## config.mk

```make
export PLATFORM = sky130hd
export DESIGN_NAME = sport_top
export DESIGN_NICKNAME = d
export VERILOG_FILES = /design/src/rtl/sport_pkg.sv /design/src/rtl/sport_baud.sv /design/src/rtl/sport_tx.sv /design/src/rtl/sport_rx.sv /design/src/rtl/sport_top.sv
export SDC_FILE = /design/constraint.sdc
export NUM_CORES = 1
export LEC_CHECK = 0
export BUFFER_PORTS_ARGS = -buffer_cell sky130_fd_sc_hd__buf_2
export CAP_MARGIN = 20
export CORE_MARGIN = 4
export CORE_UTILIZATION = 30
export DETAILED_ROUTE_END_ITERATION = 8
export PLACE_DENSITY = 0.46
export SLEW_MARGIN = 15
export SYNTH_ARGS = -nofsm -noshare
export SYNTH_HDL_FRONTEND = slang
export SYNTH_SLANG_ARGS = --single-unit
```

## constraint.sdc

```tcl
create_clock -name clk -period 2.7 [get_ports clk]
set_input_delay 0.54 -clock clk [delete_from_list [all_inputs] [get_ports clk]]
set_output_delay 0.54 -clock clk [all_outputs]
set_load 0.01 [all_outputs]
```

## src/rtl/sport_pkg.sv

```systemverilog
`timescale 1ns/1ps
package sport_pkg;
  typedef enum logic [1:0] {
    MODE_SHIFT  = 2'b00,
    MODE_UART8  = 2'b01,
    MODE_UART9F = 2'b10,
    MODE_UART9V = 2'b11
  } sp_mode_e;

  typedef enum logic [1:0] {
    RX_IDLE,
    RX_START,
    RX_DATA,
    RX_STOP
  } rx_state_e;
endpackage

```

## src/rtl/sport_baud.sv

```systemverilog
`timescale 1ns/1ps
// Oversample tick (16 per bit) for the asynchronous modes.
module sport_baud #(
  parameter int FAST_DIV = 2
) (
  input  logic       clk,
  input  logic       rst_n,
  input  logic [1:0] mode,
  input  logic       dbl,
  input  logic       ovf_tick,
  output logic       ovs_tick
);
  import sport_pkg::*;

  localparam int SLOW_DIV = 2 * FAST_DIV;
  localparam int CW = (SLOW_DIV > 1) ? $clog2(SLOW_DIV) : 1;
  localparam logic [CW-1:0] FAST_LAST = CW'(FAST_DIV - 1);
  localparam logic [CW-1:0] SLOW_LAST = CW'(SLOW_DIV - 1);

  logic [CW-1:0] pre;
  logic [CW-1:0] pre_last;
  logic          half;

  assign pre_last = dbl ? FAST_LAST : SLOW_LAST;

  always_ff @(posedge clk or negedge rst_n) begin
    if (!rst_n) begin
      pre  <= '0;
      half <= 1'b0;
    end else begin
      if (mode == MODE_UART9F && pre < pre_last) pre <= pre + 1'b1;
      else                                       pre <= '0;
      if (ovf_tick) half <= ~half;
    end
  end

  always_comb begin
    ovs_tick = 1'b0;
    if (mode == MODE_UART9F)
      ovs_tick = (pre >= pre_last);
    else if (mode == MODE_UART8 || mode == MODE_UART9V)
      ovs_tick = ovf_tick && (dbl || half);
  end
endmodule

```

## src/rtl/sport_tx.sv

```systemverilog
`timescale 1ns/1ps
// Transmit engine shared by the shift mode and the asynchronous modes.
module sport_tx #(
  parameter int SHIFT_DIV = 12,
  parameter int OVS       = 16
) (
  input  logic       clk,
  input  logic       rst_n,
  input  logic [1:0] mode,
  input  logic       tx_bit9,
  input  logic       ovs_tick,
  input  logic       tx_valid,
  input  logic [7:0] tx_data,
  output logic       tx_ready,
  output logic       ser_out,
  output logic       shift_clk,
  output logic       done_set,
  output logic       m0_sample,
  output logic       m0_end
);
  import sport_pkg::*;

  localparam int SPAN = (SHIFT_DIV > OVS) ? SHIFT_DIV : OVS;
  localparam int CW   = $clog2(SPAN);
  localparam logic [CW-1:0] M0_LAST = CW'(SHIFT_DIV - 1);
  localparam logic [CW-1:0] M0_HALF = CW'(SHIFT_DIV / 2);
  localparam logic [CW-1:0] M0_SAMP = CW'((SHIFT_DIV * 2) / 3);
  localparam logic [CW-1:0] AS_LAST = CW'(OVS - 1);

  logic          busy;
  logic [10:0]   sh;
  logic [3:0]    left;
  logic [CW-1:0] cnt;
  logic [CW-1:0] last;
  logic          m0;
  logic          tick;
  logic          bit_end;

  assign m0      = (mode == MODE_SHIFT);
  assign tick    = m0 | ovs_tick;
  assign last    = m0 ? M0_LAST : AS_LAST;
  assign bit_end = busy && tick && (cnt == last);

  always_ff @(posedge clk or negedge rst_n) begin
    if (!rst_n) begin
      busy <= 1'b0;
      sh   <= '1;
      left <= '0;
      cnt  <= '0;
    end else if (!busy) begin
      if (tx_valid) begin
        busy <= 1'b1;
        cnt  <= '0;
        case (mode)
          MODE_SHIFT: begin sh <= {3'b111, tx_data};         left <= 4'd8;  end
          MODE_UART8: begin sh <= {2'b11, tx_data, 1'b0};     left <= 4'd10; end
          default:    begin sh <= {1'b1, tx_bit9, tx_data, 1'b0}; left <= 4'd11; end
        endcase
      end
    end else if (tick) begin
      if (cnt == last) begin
        cnt  <= '0;
        sh   <= {1'b1, sh[10:1]};
        left <= left - 4'd1;
        if (left == 4'd1) busy <= 1'b0;
      end else begin
        cnt <= cnt + 1'b1;
      end
    end
  end

  assign tx_ready  = !busy;
  assign ser_out   = busy ? sh[0] : 1'b1;
  assign shift_clk = !(busy && m0 && cnt < M0_HALF);
  assign done_set  = bit_end && (m0 ? (left == 4'd1) : (left == 4'd2));
  assign m0_sample = busy && m0 && (cnt == M0_SAMP);
  assign m0_end    = bit_end && m0 && (left == 4'd1);
endmodule

```

## src/rtl/sport_rx.sv

```systemverilog
`timescale 1ns/1ps
// Receive engine: majority-vote async receiver plus shift-mode capture.
module sport_rx #(
  parameter int OVS = 16
) (
  input  logic       clk,
  input  logic       rst_n,
  input  logic [1:0] mode,
  input  logic       rx_en,
  input  logic       mp_en,
  input  logic       ovs_tick,
  input  logic       ser_in,
  input  logic       m0_sample,
  input  logic       m0_end,
  input  logic       clr,
  output logic [7:0] rx_data,
  output logic       rx_bit9,
  output logic       rx_done
);
  import sport_pkg::*;

  localparam int CW = $clog2(OVS);
  localparam logic [CW-1:0] LAST  = CW'(OVS - 1);
  localparam logic [CW-1:0] S_A   = CW'(OVS / 2 - 1);
  localparam logic [CW-1:0] S_MID = CW'(OVS / 2);
  localparam logic [CW-1:0] S_B   = CW'(OVS / 2 + 1);

  rx_state_e     state;
  logic          s1, s2;
  logic [CW-1:0] cnt;
  logic [3:0]    nbit;
  logic [3:0]    nlast;
  logic [8:0]    sh;
  logic [1:0]    smp;
  logic          maj;
  logic          m0;
  logic          ld;
  logic          ld_b9;
  logic [7:0]    ld_data;

  assign m0    = (mode == MODE_SHIFT);
  assign nlast = (mode == MODE_UART8) ? 4'd7 : 4'd8;
  assign maj   = (smp[1] & smp[0]) | (smp[1] & s2) | (smp[0] & s2);

  always_comb begin
    ld      = 1'b0;
    ld_data = sh[8:1];
    ld_b9   = rx_bit9;
    if (m0) begin
      ld = rx_en && m0_end;
    end else if (state == RX_STOP && rx_en && ovs_tick && cnt == S_B) begin
      if (mode == MODE_UART8) begin
        ld_b9 = maj;
        ld    = !mp_en || maj;
      end else begin
        ld_data = sh[7:0];
        ld_b9   = sh[8];
        ld      = !mp_en || sh[8];
      end
    end
  end

  always_ff @(posedge clk or negedge rst_n) begin
    if (!rst_n) begin
      s1      <= 1'b1;
      s2      <= 1'b1;
      state   <= RX_IDLE;
      cnt     <= '0;
      nbit    <= '0;
      sh      <= '0;
      smp     <= '0;
      rx_data <= '0;
      rx_bit9 <= 1'b0;
      rx_done <= 1'b0;
    end else begin
      s1 <= ser_in;
      s2 <= s1;
      if (ld) begin
        rx_data <= ld_data;
        rx_bit9 <= ld_b9;
        rx_done <= 1'b1;
      end else if (clr) begin
        rx_done <= 1'b0;
      end
      if (m0) begin
        state <= RX_IDLE;
        if (rx_en && m0_sample) sh <= {s2, sh[8:1]};
      end else if (!rx_en) begin
        state <= RX_IDLE;
      end else if (ovs_tick) begin
        if (state == RX_IDLE) begin
          if (!s2) begin
            state <= RX_START;
            cnt   <= '0;
          end
        end else begin
          if (cnt == S_A || cnt == S_MID) smp <= {smp[0], s2};
          if (cnt == LAST) cnt <= '0;
          else             cnt <= cnt + 1'b1;
          if (cnt == S_B) begin
            case (state)
              RX_START: begin
                if (maj) state <= RX_IDLE;
                else begin
                  state <= RX_DATA;
                  nbit  <= '0;
                end
              end
              RX_DATA: begin
                sh   <= {maj, sh[8:1]};
                nbit <= nbit + 4'd1;
                if (nbit == nlast) state <= RX_STOP;
              end
              default: state <= RX_IDLE;
            endcase
          end
        end
      end
    end
  end
endmodule

```

## src/rtl/sport_top.sv

```systemverilog
`timescale 1ns/1ps
module sport_top #(
  parameter int SHIFT_DIV = 12,
  parameter int OVS       = 16,
  parameter int FAST_DIV  = 2
) (
  input  logic       clk,
  input  logic       rst_n,
  input  logic [1:0] mode,
  input  logic       dbl_rate,
  input  logic       mp_en,
  input  logic       rx_en,
  input  logic       tx_bit9,
  input  logic       ovf_tick,
  input  logic       tx_valid,
  input  logic [7:0] tx_data,
  output logic       tx_ready,
  output logic       ser_out,
  output logic       shift_clk,
  output logic       tx_done,
  input  logic       tx_done_clr,
  input  logic       ser_in,
  output logic [7:0] rx_data,
  output logic       rx_bit9,
  output logic       rx_done,
  input  logic       rx_done_clr
);
  logic ovs_tick;
  logic done_set;
  logic m0_sample;
  logic m0_end;

  sport_baud #(.FAST_DIV(FAST_DIV)) u_baud (
    .clk      (clk),
    .rst_n    (rst_n),
    .mode     (mode),
    .dbl      (dbl_rate),
    .ovf_tick (ovf_tick),
    .ovs_tick (ovs_tick)
  );

  sport_tx #(.SHIFT_DIV(SHIFT_DIV), .OVS(OVS)) u_tx (
    .clk       (clk),
    .rst_n     (rst_n),
    .mode      (mode),
    .tx_bit9   (tx_bit9),
    .ovs_tick  (ovs_tick),
    .tx_valid  (tx_valid),
    .tx_data   (tx_data),
    .tx_ready  (tx_ready),
    .ser_out   (ser_out),
    .shift_clk (shift_clk),
    .done_set  (done_set),
    .m0_sample (m0_sample),
    .m0_end    (m0_end)
  );

  sport_rx #(.OVS(OVS)) u_rx (
    .clk       (clk),
    .rst_n     (rst_n),
    .mode      (mode),
    .rx_en     (rx_en),
    .mp_en     (mp_en),
    .ovs_tick  (ovs_tick),
    .ser_in    (ser_in),
    .m0_sample (m0_sample),
    .m0_end    (m0_end),
    .clr       (rx_done_clr),
    .rx_data   (rx_data),
    .rx_bit9   (rx_bit9),
    .rx_done   (rx_done)
  );

  always_ff @(posedge clk or negedge rst_n) begin
    if (!rst_n)           tx_done <= 1'b0;
    else if (done_set)    tx_done <= 1'b1;
    else if (tx_done_clr) tx_done <= 1'b0;
  end
endmodule

```

---- Word level (Yosys, flattened, before mapping) ----
Cells that the tools add are included.
cells by class
  add/subtract/negate cells ............... 5
  multiply operators ...................... 0
  divide/modulo/power cells ............... 0
  order comparisons ....................... 3
  equal/unequal tests ..................... 25
  shift-type cells ........................ 0
  muxes and demuxes ....................... 59
  bitwise operators ....................... 9
  reductions and logical operators ........ 41
operator list
  operator             count
  $mux 9               7
  $mux 4               13
  $mux 11              4
  $mux 8               3
  $mux 2               10
  $pmux 10 s2          1
  $mux 1               17
  $eq 4x4->1 const B   4
  $reduce_bool 2->1    8
  $logic_and 1x1->1    15
  $add 4x1->4 const B  3
  $ne 2x2->1 const B   5
  $eq 2x2->1 const B   4
  $eq 4x4->1           2
  $pmux 2 s2           2
  $pmux 4 s2           1
  $reduce_and 4->1     2
  $reduce_and 7->1     1
  $reduce_and 3->1     2
  $reduce_and 6->1     1
  $logic_or 1x1->1     5
  $ne 5x3->1 const B   1
  $reduce_and 5->1     1
  $eq 2x1->1 const B   2
  19 further kinds     28
storage, ports and cells
  register bits after elaboration ......... 57
  bits in latches ......................... 0
  memory bits (writable) .................. 0
  memory bits (read-only) ................. 0
  input port bits ......................... 21
  output and inout port bits .............. 14
  memories ................................ 0

---- Longest topological paths before layout ----
  depth in word-level cells ............... 12
  mapped depth ............................ 7

---- Modules after synthesis ----
Synthesis repeated with hierarchy kept, for this count alone.
unflattened totals
  cell total of the unflattened synthesis .. 310
  area total of the unflattened synthesis .. 3285.7 sq um
by module, submodules not included
  module      instances  cells each  area each (sq um)  seq. area each (sq um)
  sport_rx    1          153         1785.5             828.3
  sport_tx    1          142         1317.5             488.0
  sport_baud  1          12          146.4              75.1
  sport_top   1          3           36.3               25.0

---- Worst setup path after synthesis ----
Ideal clock, no wire load.
  kind .................................... input-to-reg
  start point ............................. input dbl_rate
  end point ............................... register u_tx.sh[5]
  setup time .............................. 0.085 ns
  arrival time ............................ 2.053 ns
  required time ........................... 2.615 ns
  setup slack ............................. 0.562 ns
  cell stages on the path ................. 7
  buffers on the path ..................... 1
  path through ............................ ha_1 -> nor3b_2 -> a22oi_4 -> o21ai_4 -> a2bb2oi_4 -> buf_6 -> mux2_1
between the ends
  cells in the longest elaborated chain, start to end .. 7
RTL lines
  item                                                                line              source
  start, declared                                                     sport_top.sv:10   input logic dbl_rate,
  parallel branches: the longest is 3 deep, another holds $ge 2x2->1  -
  $mux 1 *                                                            sport_baud.sv:39  if (mode == MODE_UART9F)
  $or 1x1->1 *                                                        sport_tx.sv:40    assign tick = m0 | ovs_tick;
  $ne 2x2->1 (no source line) *                                       -
  $reduce_and 3->1 (no source line) *                                 -
  end signal, assigned                                                sport_tx.sv:63    sh <= {1'b1, sh[10:1]};
  end, declared                                                       sport_tx.sv:31    logic [10:0] sh;
Mark *: on every way between the ends.
A chain may end at the register's enable or synchronous reset.

---- Final worst setup path ----
  start point ............................. register u_baud.pre[1]
  end point ............................... register u_rx.rx_data[5]
between the ends
  cells in the longest elaborated chain, start to end .. 9
RTL lines
  item                            line              source
  start, declared                 sport_baud.sv:20  logic [CW-1:0] pre;
  start signal, assigned          sport_baud.sv:31  if (mode == MODE_UART9F && pre < pre_last) pre <= pre + 1'b1;
  $ge 2x2->1 *                    sport_baud.sv:40  ovs_tick = (pre >= pre_last);
  $mux 1 *                        sport_baud.sv:39
  $or 1x1->1                      sport_tx.sv:40
  $logic_and 1x1->1 (2 in a row)  sport_tx.sv:42    assign bit_end = busy && tick && (cnt == last);
  $logic_and 1x1->1 (2 in a row)  sport_tx.sv:77    assign m0_end = bit_end && m0 && (left == 4'd1);
  $logic_and 1x1->1               sport_rx.sv:50    ld = rx_en && m0_end;
  $mux 1                          sport_rx.sv:49    if (m0) begin
  end signal, assigned            sport_rx.sv:79    rx_data <= ld_data;
  end, declared                   sport_rx.sv:16    output logic [7:0] rx_data,
Every way passes the cells marked *; elsewhere a longest branch is shown, timed or not.

==> report_table.html <==
<table>
<tr><th>Metric</th><th>Value</th></tr>
<tr><th colspan="2">Clocking</th></tr>
<tr><td>CTS Buffer Depth</td><td>2</td></tr>
<tr><td>Number of H-tree levels</td><td>2</td></tr>
<tr><td>Clock transition at the registers of the reported paths</td><td>110 ps</td></tr>
<tr><td>Master cell of the clock root buffer</td><td>clkbuf_8</td></tr>
<tr><td>Sinks on Clock Net</td><td>56</td></tr>
<tr><td>Post-cts sizing count</td><td>0</td></tr>
<tr><td>TritonCTS Buffers</td><td>5</td></tr>
<tr><td>Clk Latency, worst-skew pair</td><td>~320 ps</td></tr>
<tr><td>Hold-fix buffers, CTS</td><td>0</td></tr>
<tr><td>Clock tree from TritonCTS</td><td>built</td></tr>
<tr><td>Number of setup buffers added after CTS</td><td>0</td></tr>
<tr><th colspan="2">Floorplan</th></tr>
<tr><td>Placement row count</td><td>37</td></tr>
<tr><td>I/O Pins</td><td>35</td></tr>
<tr><td>Core area</td><td>around 0.010 mm^2</td></tr>
<tr><td>Effective utilization at floorplan</td><td>0.310</td></tr>
<tr><td>Y dimension of the die</td><td>111 um</td></tr>
<tr><td>Horizontal die dimension</td><td>roughly 110 um</td></tr>
<tr><td>Full die area</td><td>0.0124 mm^2</td></tr>
<tr><th colspan="2">Yosys</th></tr>
<tr><td>Area of the mapped netlist</td><td>roughly 0.0032 mm^2</td></tr>
<tr><td>Cell type with the largest total area after synthesis</td><td>dfrtp_1</td></tr>
<tr><td>Synth Instances</td><td>289</td></tr>
<tr><td>Syn_area_per_cell</td><td>11.1 um^2</td></tr>
<tr><td>Top FF cell, synth</td><td>dfrtp_1</td></tr>
<tr><td>Share of the synthesized area in the top cell type</td><td>0.343</td></tr>
<tr><td>Count of synthesis-stage warnings from yosys</td><td>0</td></tr>
<tr><td>Share of async-settable or async-resettable flops after synthesis</td><td>1.00</td></tr>
<tr><td>Sequential fraction of the synthesis area</td><td>0.441</td></tr>
<tr><td>Dominant cell by count in the synthesized netlist</td><td>dfrtp_1</td></tr>
<tr><td>Synth top area cells</td><td>dfrtp_1 (34%), dfstp_2 (9.8%), mux2_1 (7.4%)</td></tr>
<tr><td>Syn nets</td><td>324</td></tr>
<tr><td>List of most frequent post-synthesis cells</td><td>dfrtp_1 (44), nand2_1 (35), o21ai_0 (25)</td></tr>
<tr><td>#FFs+latches synth</td><td>56</td></tr>
<tr><td>Cell variety after synth</td><td>57</td></tr>
<tr><td>Number of flops mapped to enable cells by yosys</td><td>0</td></tr>
<tr><th colspan="2">Global routing</th></tr>
<tr><td>Maximum number of pins on one net before global-route repair</td><td>25</td></tr>
<tr><td>Number of global-route vias before repair</td><td>2217</td></tr>
<tr><td>Number of antenna violations at the first check in global routing</td><td>0</td></tr>
<tr><td>Remaining Overflow, GRT</td><td>0</td></tr>
<tr><td>Global-route wire length before repair</td><td>11.4 mm</td></tr>
<tr><td>Overall routing resource usage</td><td>0.111</td></tr>
<tr><th colspan="2">Power and ir drop</th></tr>
<tr><td>Flop pwr share</td><td>0.521</td></tr>
<tr><td>Switching power share of the total</td><td>0.291</td></tr>
<tr><td>Power density over the cells</td><td>584 mW/mm^2</td></tr>
<tr><td>Switching power of the nets</td><td>0.627 mW</td></tr>
<tr><td>Leakage power</td><td>1.80 nW</td></tr>
<tr><td>Clock network fraction of total power</td><td>0.258</td></tr>
<tr><td>Power share of the combinational group</td><td>0.222</td></tr>
<tr><td>Internal</td><td>1.53 mW</td></tr>
<tr><td>Worst IR drop on VDD</td><td>0.242 mV</td></tr>
<tr><th colspan="2">STA</th></tr>
<tr><td>Slew of the pin with the lowest slew margin</td><td>between 500 and 600 ps</td></tr>
<tr><td>Smallest setup slack after layout</td><td>~500 ps</td></tr>
<tr><td>Max-slew headroom at the worst pin</td><td>0.631</td></tr>
<tr><td>Total count of max-transition violations in the final report</td><td>0</td></tr>
<tr><td>Min Clock Period, post-route</td><td>roughly 2200 ps</td></tr>
<tr><td>Setup TNS after final layout</td><td>0 ps</td></tr>
<tr><td>Final cycle utilization of the critical path</td><td>0.814</td></tr>
<tr><td>Setup Viol. Count Final</td><td>0</td></tr>
<tr><td>Worst hold margin</td><td>199 ps</td></tr>
<tr><td>Maximum clock frequency</td><td>0.455 GHz</td></tr>
<tr><td>Setup repair after global routing missed its margin</td><td>no</td></tr>
<tr><td>Hold violation count in the final report</td><td>0</td></tr>
<tr><td>Final clock skew</td><td>13.4 ps</td></tr>
<tr><th colspan="2">Finish</th></tr>
<tr><td>Final core occ</td><td>0.355</td></tr>
<tr><td>Number of standard cells in the final layout excluding fillers</td><td>466</td></tr>
<tr><td>Area growth from synthesis to layout</td><td>14.6%</td></tr>
<tr><td>Fraction of layout instances using a drive strength above 1</td><td>0.270</td></tr>
<tr><td>Net count reported at finish</td><td>364</td></tr>
<tr><td>N_diodes</td><td>0</td></tr>
<tr><th colspan="2">Detailed routing</th></tr>
<tr><td>Remaining antenna violation count after routing</td><td>0</td></tr>
<tr><td>Number of detailed-routing iterations run before antenna repair</td><td>4</td></tr>
<tr><td>Total Routed Length</td><td>~6.5 mm</td></tr>
<tr><td>Post-DR vias/cell</td><td>4.70</td></tr>
<tr><td>Vias</td><td>2189</td></tr>
<tr><td>Routed length per placed instance</td><td>about 14 um</td></tr>
<tr><td>Residual DRC count</td><td>0</td></tr>
<tr><td>Routed met3 length</td><td>230 um</td></tr>
<tr><td>Uppermost signal routing layer after detailed routing</td><td>met4</td></tr>
<tr><td>Routed length on met1</td><td>3.47 mm</td></tr>
<tr><td>Number of violations reported at the end of detailed-routing iteration 0</td><td>82</td></tr>
<tr><td>Routed wire length on met2</td><td>2.77 mm</td></tr>
<tr><th colspan="2">Worst setup path</th></tr>
<tr><td>Launching element of the worst setup path</td><td>u_baud.pre[1]</td></tr>
<tr><td>Bufs and invs on worst path</td><td>0</td></tr>
<tr><td>CP max FO</td><td>9</td></tr>
<tr><td>Cell with the largest stage delay on the worst path</td><td>dfrtp_1</td></tr>
<tr><td>Critical Path End Type</td><td>register</td></tr>
<tr><td>Stage delay of the slowest cell on the critical path</td><td>410 ps</td></tr>
<tr><td>Cell family with the largest share of critical-path delay</td><td>compound AO/OA/AOI/OAI gates</td></tr>
<tr><td>Worst-path cell chain</td><td>ha_1 -&gt; nor3b_2 -&gt; a22o_1 -&gt; a211oi_2 -&gt; a21oi_4 -&gt; mux2_4</td></tr>
<tr><td>Crit path launch type</td><td>register</td></tr>
<tr><td>R2R Path Start</td><td>u_baud.pre[1]</td></tr>
<tr><td>Slack of the worst reg-to-reg path</td><td>about 500 ps</td></tr>
<tr><td>WS Path Type</td><td>register to register</td></tr>
<tr><td>Critical path required time</td><td>2900 ps</td></tr>
<tr><td>Arrival time at the worst endpoint</td><td>2390 ps</td></tr>
<tr><th colspan="2">Placement</th></tr>
<tr><td>Half-perimeter wire length of the detailed placement result</td><td>4.81 mm</td></tr>
<tr><td>Placed Cells incl. Taps</td><td>458</td></tr>
<tr><td>Routability congestion estimate</td><td>0.774</td></tr>
<tr><td>Setup WS pre-CTS</td><td>219 ps</td></tr>
<tr><td>IO buf count</td><td>34</td></tr>
<tr><th colspan="2">Flow run</th></tr>
<tr><td>Max-cap violations</td><td>0</td></tr>
<tr><th colspan="2">Hold path</th></tr>
<tr><td>Tightest Hold Check Type</td><td>input port to asynchronous set/reset pin</td></tr>
<tr><th colspan="2">Status</th></tr>
<tr><td>Outcome</td><td>completed</td></tr>
</table>
[path summary, 6_finish.rpt]
kind / end / cells after the start
min in group clk: u_rx.s1 / 1
hold reg to reg: u_rx.s2 / 0
hold / removal: u_rx.state[0] / 1
setup / recovery: u_rx.rx_data[5] / 6
setup reg to reg: u_rx.rx_data[5] / 6
max in group asynchronous: u_tx.sh[1] / 2
[worst register-to-register path: stages, from the launching register on]
cell	delay, ps
dfrtp_1	410
ha_1	210
nor3b_2	290
a22o_1	350
a211oi_2	100
a21oi_4	370
mux2_4	340
[metrics by stage]
stage          power, mW  cell area [um^2]
2_1_floorplan       1.48              3210
3_3_place_gp        1.61              3570
3_5_place_dp        1.62              3570
4_1_cts             2.19              3680
5_1_grt             2.32              3680
6_report            2.15              3680
[state kept, by name, indices dropped and copies added, names as in the netlist, 4 cells and up]
register      cells
u_rx.nbit         4
u_rx.sh           9
u_tx.sh          10
u_rx.cnt          4
u_tx.cnt          4
u_tx.left         4
u_rx.rx_data      8
[metal layers]
layer,global-route usage,vias up
met5,0,-
met4,0.0316,0
met3,0.0234,6
met2,0.166,41
met1,0.162,1029
li1,-,1113
[cells in the final DEF, fill, tap and decap left out, drive strengths merged, types with 2 or more instances in the layout]
cell | netlist | final
a211o | 2 | 2
a211oi | 4 | 4
a21o | 2 | 2
a21oi | 7 | 7
a22o | 4 | 4
a22oi | 3 | 3
and3 | 5 | 5
and3b | 2 | 2
buf | 4 | 41
clkbuf | 4 | 6
dfrtp | 44 | 44
dfstp | 12 | 12
ha | 14 | 14
inv | 13 | 13
mux2 | 37 | 37
mux2i | 11 | 11
nand2 | 35 | 35
nand2b | 6 | 6
nand3 | 9 | 9
nand3b | 3 | 3
nor2 | 9 | 9
nor3 | 5 | 5
o211ai | 2 | 2
o21a | 2 | 2
o21ai | 27 | 27
o22ai | 2 | 2
o31ai | 3 | 3
or2 | 2 | 2
xnor2 | 2 | 2
xor2 | 2 | 2
[final cells by class]
| class | count | area (um^2) |
|---|---|---|
| inverter | 13 | 48.8 |
| multi-input combinational | 212 | 1700 |
| sequential | 56 | 1420 |
| timing repair buffer | 41 | 235 |
| tap | 136 | 170 |
| clock buffer | 6 | 72.6 |
| fill | 1089 | 6690 |
| clock inverter | 2 | 35.0 |
[power by group through the flow]
stage / clock (mW) / combinational (mW) / sequential, mW
final: 0.554 / 0.477 / 1.12
after global routing: 0.620 / 0.556 / 1.14
after CTS: 0.582 / 0.485 / 1.12
after detailed placement: 0 / 0.485 / 1.13
after global placement: 0 / 0.478 / 1.13
after floorplan: 0 / 0.374 / 1.10
[cell families after synthesis]
family,Yosys count,synth area share
AO/OA/AOI/OAI,63,0.148
adder cells (fa/ha/maj),15,0.0576
buffers and inverters,21,0.0288
AND/OR/NAND/NOR,82,0.134
multiplexers,48,0.180
flip-flops,56,0.441
XOR/XNOR,4,0.0109
(Power assumes the default switching activity.)
